===== config.mk =====
export PLATFORM = sky130hd
export DESIGN_NAME = flash_cmd_seq
export DESIGN_NICKNAME = d
export VERILOG_FILES = /design/src/rtl/flash_seq_pkg.sv /design/src/rtl/flash_key_match.sv /design/src/rtl/flash_seq_fsm.sv /design/src/rtl/flash_cmd_strobe.sv /design/src/rtl/flash_cmd_seq.sv
export SDC_FILE = /design/constraint.sdc
export NUM_CORES = 1
export LEC_CHECK = 0
export BUFFER_PORTS_ARGS = -buffer_cell sky130_fd_sc_hd__buf_4
export CAP_MARGIN = 20
export CORE_MARGIN = 4
export CORE_UTILIZATION = 40
export CTS_CLUSTER_SIZE = 25
export DETAILED_ROUTE_END_ITERATION = 8
export HOLD_SLACK_MARGIN = 0.06
export PLACE_DENSITY_LB_ADDON = 0.15
export SLEW_MARGIN = 20
export SYNTH_ARGS = -nofsm -noshare
export SYNTH_HDL_FRONTEND = slang
export SYNTH_SLANG_ARGS = --single-unit

===== constraint.sdc =====
create_clock -name clk -period 6.4 [get_ports clk]
set_input_delay 0.64 -clock clk [delete_from_list [all_inputs] [get_ports clk]]
set_output_delay 0.64 -clock clk [all_outputs]
set_load 0.01 [all_outputs]

===== src/rtl/flash_seq_pkg.sv =====
package flash_seq_pkg;

  typedef enum logic [2:0] {
    ST_IDLE,
    ST_UNL1,
    ST_UNL2,
    ST_PROG,
    ST_SET1,
    ST_SET2,
    ST_SET3
  } seq_state_t;

  localparam int CMD_N       = 6;
  localparam int CMD_CHIP    = 0;
  localparam int CMD_SECTOR  = 1;
  localparam int CMD_PROG    = 2;
  localparam int CMD_LOCK    = 3;
  localparam int CMD_ID_IN   = 4;
  localparam int CMD_ID_OUT  = 5;

  localparam logic [7:0] OP_KEY_A  = 8'hAA;
  localparam logic [7:0] OP_KEY_B  = 8'h55;
  localparam logic [7:0] OP_PROG   = 8'hA0;
  localparam logic [7:0] OP_SETUP  = 8'h80;
  localparam logic [7:0] OP_ID_IN  = 8'h90;
  localparam logic [7:0] OP_ID_OUT = 8'hF0;
  localparam logic [7:0] OP_CHIP   = 8'h10;
  localparam logic [7:0] OP_SECTOR = 8'h30;
  localparam logic [7:0] OP_LOCK   = 8'h40;

  typedef struct packed {
    logic at_key_a;
    logic at_key_b;
    logic is_key_a;
    logic is_key_b;
    logic is_prog;
    logic is_setup;
    logic is_id_in;
    logic is_id_out;
    logic is_chip;
    logic is_sector;
    logic is_lock;
  } key_hits_t;

endpackage


===== src/rtl/flash_key_match.sv =====
module flash_key_match
  import flash_seq_pkg::*;
#(
  parameter int              ADDR_W     = 16,
  parameter int              DATA_W     = 8,
  parameter logic [ADDR_W-1:0] KEY_ADDR_A = 16'h5555,
  parameter logic [ADDR_W-1:0] KEY_ADDR_B = 16'h2AAA
) (
  input  logic [ADDR_W-1:0] addr,
  input  logic [DATA_W-1:0] data,
  output key_hits_t         hits
);

  logic [7:0] op;
  assign op = data[7:0];

  always_comb begin
    hits.at_key_a  = (addr == KEY_ADDR_A);
    hits.at_key_b  = (addr == KEY_ADDR_B);
    hits.is_key_a  = (op == OP_KEY_A);
    hits.is_key_b  = (op == OP_KEY_B);
    hits.is_prog   = (op == OP_PROG);
    hits.is_setup  = (op == OP_SETUP);
    hits.is_id_in  = (op == OP_ID_IN);
    hits.is_id_out = (op == OP_ID_OUT);
    hits.is_chip   = (op == OP_CHIP);
    hits.is_sector = (op == OP_SECTOR);
    hits.is_lock   = (op == OP_LOCK);
  end

endmodule


===== src/rtl/flash_seq_fsm.sv =====
module flash_seq_fsm
  import flash_seq_pkg::*;
(
  input  logic             clk,
  input  logic             rst_n,
  input  logic             accept,
  input  key_hits_t        hits,
  output logic [CMD_N-1:0] fire
);

  seq_state_t state_q, state_d;

  always_comb begin
    state_d = state_q;
    fire    = '0;
    if (accept) begin
      state_d = ST_IDLE;
      unique case (state_q)
        ST_IDLE: begin
          if (hits.at_key_a && hits.is_key_a) state_d = ST_UNL1;
          else if (hits.is_id_out)            fire[CMD_ID_OUT] = 1'b1;
        end
        ST_UNL1: if (hits.at_key_b && hits.is_key_b) state_d = ST_UNL2;
        ST_UNL2: begin
          if (hits.at_key_a) begin
            if (hits.is_prog)        state_d = ST_PROG;
            else if (hits.is_setup)  state_d = ST_SET1;
            else if (hits.is_id_in)  fire[CMD_ID_IN]  = 1'b1;
            else if (hits.is_id_out) fire[CMD_ID_OUT] = 1'b1;
          end
        end
        ST_PROG: fire[CMD_PROG] = 1'b1;
        ST_SET1: if (hits.at_key_a && hits.is_key_a) state_d = ST_SET2;
        ST_SET2: if (hits.at_key_b && hits.is_key_b) state_d = ST_SET3;
        ST_SET3: begin
          if (hits.is_sector) fire[CMD_SECTOR] = 1'b1;
          else if (hits.at_key_a) begin
            if (hits.is_chip)      fire[CMD_CHIP] = 1'b1;
            else if (hits.is_lock) fire[CMD_LOCK] = 1'b1;
          end
        end
        default: state_d = ST_IDLE;
      endcase
    end
  end

  always_ff @(posedge clk or negedge rst_n) begin
    if (!rst_n) state_q <= ST_IDLE;
    else        state_q <= state_d;
  end

  // the write after the program branch always closes the sequence
  p_prog_closes_r2: assert property (@(posedge clk) disable iff (!rst_n)
    (accept && state_q == ST_PROG) |=> (state_q == ST_IDLE));

  // a broken key write in the first unlock step never advances
  p_abort_unl1_r7: assert property (@(posedge clk) disable iff (!rst_n)
    (accept && state_q == ST_UNL1 && !(hits.at_key_b && hits.is_key_b))
      |=> (state_q == ST_IDLE));

  // without an accepted write the position is held
  p_hold_r8: assert property (@(posedge clk) disable iff (!rst_n)
    !accept |=> $stable(state_q));

endmodule


===== src/rtl/flash_cmd_strobe.sv =====
module flash_cmd_strobe
  import flash_seq_pkg::*;
#(
  parameter int ADDR_W = 16,
  parameter int DATA_W = 8
) (
  input  logic              clk,
  input  logic              rst_n,
  input  logic [CMD_N-1:0]  fire,
  input  logic [ADDR_W-1:0] addr,
  input  logic [DATA_W-1:0] data,
  output logic [CMD_N-1:0]  stb,
  output logic [ADDR_W-1:0] cmd_addr,
  output logic [DATA_W-1:0] cmd_data
);

  logic load_en;
  assign load_en = |fire;

  always_ff @(posedge clk or negedge rst_n) begin
    if (!rst_n) stb <= '0;
    else        stb <= fire;
  end

  always_ff @(posedge clk or negedge rst_n) begin
    if (!rst_n) begin
      cmd_addr <= '0;
      cmd_data <= '0;
    end else if (load_en) begin
      cmd_addr <= addr;
      cmd_data <= data;
    end
  end

  // latched target changes only when a strobe is issued
  p_target_hold_r9: assert property (@(posedge clk) disable iff (!rst_n)
    !$stable(cmd_addr) |-> (|stb));

endmodule


===== src/rtl/flash_cmd_seq.sv =====
module flash_cmd_seq
  import flash_seq_pkg::*;
#(
  parameter int                ADDR_W     = 16,
  parameter int                DATA_W     = 8,
  parameter logic [ADDR_W-1:0] KEY_ADDR_A = 16'h5555,
  parameter logic [ADDR_W-1:0] KEY_ADDR_B = 16'h2AAA
) (
  input  logic              clk,
  input  logic              rst_n,
  input  logic              wr_en,
  input  logic [ADDR_W-1:0] wr_addr,
  input  logic [DATA_W-1:0] wr_data,
  input  logic              array_busy,
  output logic              stb_chip_erase,
  output logic              stb_sector_erase,
  output logic              stb_program,
  output logic              stb_lock_enable,
  output logic              stb_id_enter,
  output logic              stb_id_exit,
  output logic [ADDR_W-1:0] cmd_addr,
  output logic [DATA_W-1:0] cmd_data
);

  logic             accept;
  key_hits_t        hits;
  logic [CMD_N-1:0] fire;
  logic [CMD_N-1:0] stb;

  assign accept = wr_en && !array_busy;

  flash_key_match #(
    .ADDR_W(ADDR_W), .DATA_W(DATA_W),
    .KEY_ADDR_A(KEY_ADDR_A), .KEY_ADDR_B(KEY_ADDR_B)
  ) u_match (
    .addr(wr_addr), .data(wr_data), .hits(hits)
  );

  flash_seq_fsm u_fsm (
    .clk(clk), .rst_n(rst_n), .accept(accept), .hits(hits), .fire(fire)
  );

  flash_cmd_strobe #(.ADDR_W(ADDR_W), .DATA_W(DATA_W)) u_strobe (
    .clk(clk), .rst_n(rst_n), .fire(fire), .addr(wr_addr), .data(wr_data),
    .stb(stb), .cmd_addr(cmd_addr), .cmd_data(cmd_data)
  );

  assign stb_chip_erase   = stb[CMD_CHIP];
  assign stb_sector_erase = stb[CMD_SECTOR];
  assign stb_program      = stb[CMD_PROG];
  assign stb_lock_enable  = stb[CMD_LOCK];
  assign stb_id_enter     = stb[CMD_ID_IN];
  assign stb_id_exit      = stb[CMD_ID_OUT];

  // never two commands at once
  p_single_cmd_r9: assert property (@(posedge clk) disable iff (!rst_n)
    $onehot0(stb));

  // a strobe follows an accepted write on the previous edge
  p_stb_from_write_r9: assert property (@(posedge clk) disable iff (!rst_n)
    (|stb) |-> $past(wr_en && !array_busy));

  // a write blocked by busy yields no command
  p_busy_quiet_r8: assert property (@(posedge clk) disable iff (!rst_n)
    array_busy |=> (stb == '0));

endmodule


* Word level (Yosys, flattened, before mapping) *
Cells that the tools add are included.
Widths: inputs -> output; s select.

word-level totals
  register bits = 33

cells by class
  equal/unequal tests = 17
  muxes and demuxes = 29
  reduce and logical (&&, ||, !) cells = 6

operator list
  cell                  number
  $eq 8x8->1 const B    5
  $eq 16x14->1 const B  1
  $eq 16x15->1 const B  1
  $eq 8x7->1 const B    2
  $mux 1                16
  $mux 3                5
  $pmux 3 s5            1
  $mux 2                5
  $eq 3x3->1 const B    3
  $eq 8x5->1 const B    1
  $eq 8x6->1 const B    1
  $eq 3x2->1 const B    2
  $mux 6                1
  $reduce_or 6->1       1
  $eq 3x1->1 const B    1
  $logic_and 1x1->1     3
  $logic_not 3->1       1
  $pmux 1 s2            1
  $logic_not 1->1       1

* Longest topological paths before layout *
  depth after elaboration = 9
  depth in mapped cells = 7

* Modules after synthesis *
From an unflattened synthesis, not the netlist that was laid out.

second synthesis, totals
  cells, all modules = 121
  area, all modules = 1,656.6 µm²

by module, submodules not included
  module            instances  cells an instance  area each (µm²)  sequential area each (µm²)
  flash_cmd_strobe  1          59                 1,141.1          750.7
  flash_seq_fsm     1          32                 285.3            75.1
  flash_key_match   1          29                 216.5            0.0
  flash_cmd_seq     1          1                  13.8             0.0

* Least setup slack after synthesis *
No wires, ideal clock.

  path type = input to register
  start = input wr_addr[11]
  end = register u_strobe.cmd_addr[0]
  library setup time = 127 ps
  data arrival time = 2,501 ps
  path slack = 3,771 ps
  stages = 6
  path buffers = 1
  path through = nand4bb_1 or4_1 or4_1 o211ai_4 buf_6 mux2_1

on the way
  cells in the longest elaborated chain, start to end = 6
  elaborated cells between the ends (all ways) = 14
  classes of those cells = eq/ne: 1; mux: 11; reduce/logical: 2

ends and longest elaborated chain
  what                                                line                                      text
  start: declaration                                  flash_cmd_seq.sv:12                       input logic [ADDR_W-1:0] wr_addr,
  $eq 16x15->1 (*)                                    flash_key_match.sv:18                     hits.at_key_a = (addr == KEY_ADDR_A);
  $logic_and 1x1->1 / $mux 1 (equally long branches)  flash_seq_fsm.sv:20, flash_seq_fsm.sv:37
  $mux 1, on equally long branches                    flash_seq_fsm.sv:20, flash_seq_fsm.sv:36
  $pmux 1 s2, or another cell as far along            flash_seq_fsm.sv:18                       unique case (state_q)
  $mux 6 (*)                                          flash_seq_fsm.sv:16                       if (accept) begin
  $reduce_or 6->1 (*)                                 flash_cmd_strobe.sv:18                    assign load_en = |fire;
  end signal: assignment                              flash_cmd_strobe.sv:30                    cmd_addr <= addr;
  end: declaration                                    flash_cmd_strobe.sv:13                    output logic [ADDR_W-1:0] cmd_addr,

Mark *: on every way between the ends. The rest lies on a longest branch, timed or not.
A chain may end at the register's enable or synchronous reset.

* Worst setup path in the final report *
  start = register u_fsm.state_q[0]
  end = register u_strobe.cmd_addr[12]

on the way
  cells in the longest elaborated chain, start to end = 4
  elaborated cells between the ends (all ways) = 11
  classes of those cells = eq/ne: 3; mux: 6; reduce/logical: 2

ends and longest elaborated chain
  what                                      line                    text
  start: declaration                        flash_seq_fsm.sv:11     seq_state_t state_q, state_d;
  start signal: assignment                  flash_seq_fsm.sv:49     else state_q <= state_d;
  $eq 3x2->1, or another cell as far along  flash_seq_fsm.sv:18
  $pmux 1 s2, or another cell as far along  flash_seq_fsm.sv:18
  $mux 6 (*)                                flash_seq_fsm.sv:16
  $reduce_or 6->1 (*)                       flash_cmd_strobe.sv:18

Marks and branches as above.

==> results.json <==
{
  "outcome": "complete, no violations",
  "cts_num_sinks": 33,
  "cp.arrival_ps": 3040,
  "vias": 1253,
  "synth_async_sr_flop_share": 1.00,
  "hold_viol_final": 0,
  "chipHeight_um": 70.6,
  "routed_wl_mm": 3.85,
  "cp_slowest_cell": "o211ai_4",
  "fin_area_mm2": 0.00214,
  "cts_setup_buffers": 0,
  "power_mw": 0.684,
  "clk_pin_slew_ps": 70,
  "dieArea_mm2": 0.00499,
  "cp-start-kind": "flip-flop",
  "areaGrowthSynthToFinish_pct": 36.4,
  "worstPathRequired_ps": 6580,
  "synth_nets": 150,
  "max_stage_delay_ps": 700,
  "end_kind": "flip-flop",
  "vias_per_cell": 5.45,
  "crit_type": "reg -> reg",
  "die_x_um": 70.6,
  "dpl.cell_count": 222,
  "yosysWarnings": 0,
  "cts_tree": "built",
  "htreeDepth": 2,
  "grt.total_usage": 0.169,
  "setup_viol": 0,
  "yosysTopAreaCell": "dfrtp_1",
  "synth_cell_type_count": 35,
  "worstSkewPairLatency_ps": 290,
  "setup_tns_ps": 0,
  "path_cells": "or3b_1, nor4_2, a21oi_1, o211ai_4, mux2_2",
  "synth_top_area_frac": 0.526,
  "wl_per_cell_um": 16.8,
  "start_util": 0.422,
  "maxCapViolations": 0,
  "post_cts_resized": 0,
  "diodes": 0,
  "rows": 22,
  "cts-root-buf": "clkbuf_8",
  "finalCriticalPeriod_ps": 2860,
  "syn_avg_cell_area_um2": 12.9,
  "grt.overflow.total": 0,
  "timing.hold.ws_ps": 281,
  "dpl.hpwl_mm": 2.88,
  "leakagePower_nw": 0.962,
  "synth_cells": 122,
  "placed_area_mm2": 0.00202,
  "drtIter0Drc": 83,
  "cts.path.max_buffers": 2,
  "grt_max_degree": 34,
  "grt_pass1_wl_mm": 6.61,
  "route.detailed.drc": 0,
  "port_buffers": 57,
  "synth_edf_count": 0,
  "syn-cell-area_mm2": 0.00157,
  "timing.slew.headroom": 0.455,
  "grt_pass1_vias": 1346,
  "timing.fmax_mhz": 349,
  "core_area_mm2": 0.00372,
  "path_max_fanout": 24,
  "ioPinCount": 58,
  "synth_flop_cell": "dfrtp_1",
  "skew_ps": 4.92,
  "synthTopCellsByArea": "dfrtp_1 53%, mux2_1 16%, nand4bb_1 3.6%, nor4bb_1 1.9%, nor4b_1 1.7%",
  "grt_antenna_before_repair": 0,
  "place.gp.congestion": 0.788,
  "synth-seq-area-share": 0.526,
  "drt_first_pass_iters": 4,
  "nNetsFinal": 209,
  "hp-class": "in -> async",
  "stdcell_count": 230,
  "final_max_slew_viol_count": 0,
  "ir_drop_v": 0.000215,
  "drive_above_1_share": 0.379,
  "numCtsBuffers": 5,
  "p_per_area_mw_per_mm2": 320,
  "synth_seq_cells": 33,
  "ant_nets": 0,
  "finalCritPeriodShare": 0.447,
  "worst_pin_slew_ps": 814,
  "holdBufCountCts": 0,
  "rsz0062_at_grt": "no"
}
state kept, by name, indices dropped and copies added, names as in the netlist:
signal / cells
u_strobe.cmd_data: 8
u_fsm.state_q: 3
u_strobe.cmd_addr: 16
u_strobe.stb: 6
layout make-up:
cell class,instances,area (µm²)
tap,48,60.1
clock inverter,1,30.0
sequential,33,826
fill,341,1580
timing repair buffer,57,428
clock buffer,7,86.3
multi-input combinational,82,702
inverter,2,7.51
cells in the final DEF (no fill, tap or decap), types with 3 or more instances in the layout:
master     instances
buf_4             57
dfrtp_1           33
mux2_1            22
clkbuf_8           6
nand4bb_1          5
nor4_1             4
nand2_1            4
nor2_1             4
nand3b_1           3
nor4bb_1           3
a21oi_1            3
nor4b_1            3
nand4_1            3
per-layer routing:
layer  routed length [µm]  GRT usage  up-vias
met5                    0          0        -
met4                   66     0.0626        0
met3                  315     0.0597        4
met2                 1860      0.271       52
met1                 1610      0.210      613
li1                     -          -      584
where the power goes:
part | switching, mW | leakage, nW | internal, mW
combinational | 0.0795 | 0.491 | 0.109
sequential | 0.0299 | 0.412 | 0.264
clock | 0.0753 | 0.0585 | 0.127
total | 0.185 | 0.962 | 0.499
worst max-delay path: cells and delay by family (launching register included):
| kind | cells | cell delay, ps |
|---|---|---|
| multiplexers | 1 | 410 |
| AO/OA/AOI/OAI | 2 | 890 |
| AND/OR/NAND/NOR | 2 | 1010 |
| flip-flops | 1 | 430 |
metrics by stage:
step | setup slack (ps) | utilization
2_1_floorplan | 3770 | -
3_3_place_gp | 3270 | 0.544
3_5_place_dp | 3240 | 0.544
4_1_cts | 3530 | 0.576
5_1_grt | 3330 | 0.576
6_report | 3540 | 0.576
cells in the mapped netlist (3+ instances only):
library cell and n:
nand2_1 4, dfrtp_1 33, a21oi_1 3, nand3b_1 3, nor4b_1 3, mux2_1 22, nor2_1 4, clkbuf_1 3
nand4_1 3, nor4bb_1 3, nor4_1 4, nand4bb_1 5
worst paths after layout:
check | startpoint | to | slack, ps | depth (start not counted)
worst max-delay path | u_fsm.state_q[0]$_DFFE_PN0P_ | u_strobe.cmd_addr[12]$_DFFE_PN0P_ | 3540 | 5
worst min-delay path | rst_n | u_strobe.cmd_addr[13]$_DFFE_PN0P_ | 280 | 1
worst max register to register | u_fsm.state_q[0]$_DFFE_PN0P_ | u_strobe.cmd_addr[12]$_DFFE_PN0P_ | 3540 | 5
worst min register to register | u_strobe.cmd_data[3]$_DFFE_PN0P_ | u_strobe.cmd_data[3]$_DFFE_PN0P_ | 490 | 1
max in group asynchronous | rst_n | u_strobe.cmd_data[1]$_DFFE_PN0P_ | 5820 | 1
min in group clk | u_strobe.cmd_data[3]$_DFFE_PN0P_ | u_strobe.cmd_data[3]$_DFFE_PN0P_ | 490 | 1
kinds of logic after synthesis:
group	count (synthesis)	synth area share
AOI/OAI and AO/OA	10	0.0502
buffers and inverters	7	0.0263
DFF	33	0.526
muxes	24	0.172
and+or+nand+nor	48	0.225
No activity file was read; power rests on OpenSTA's default activity.
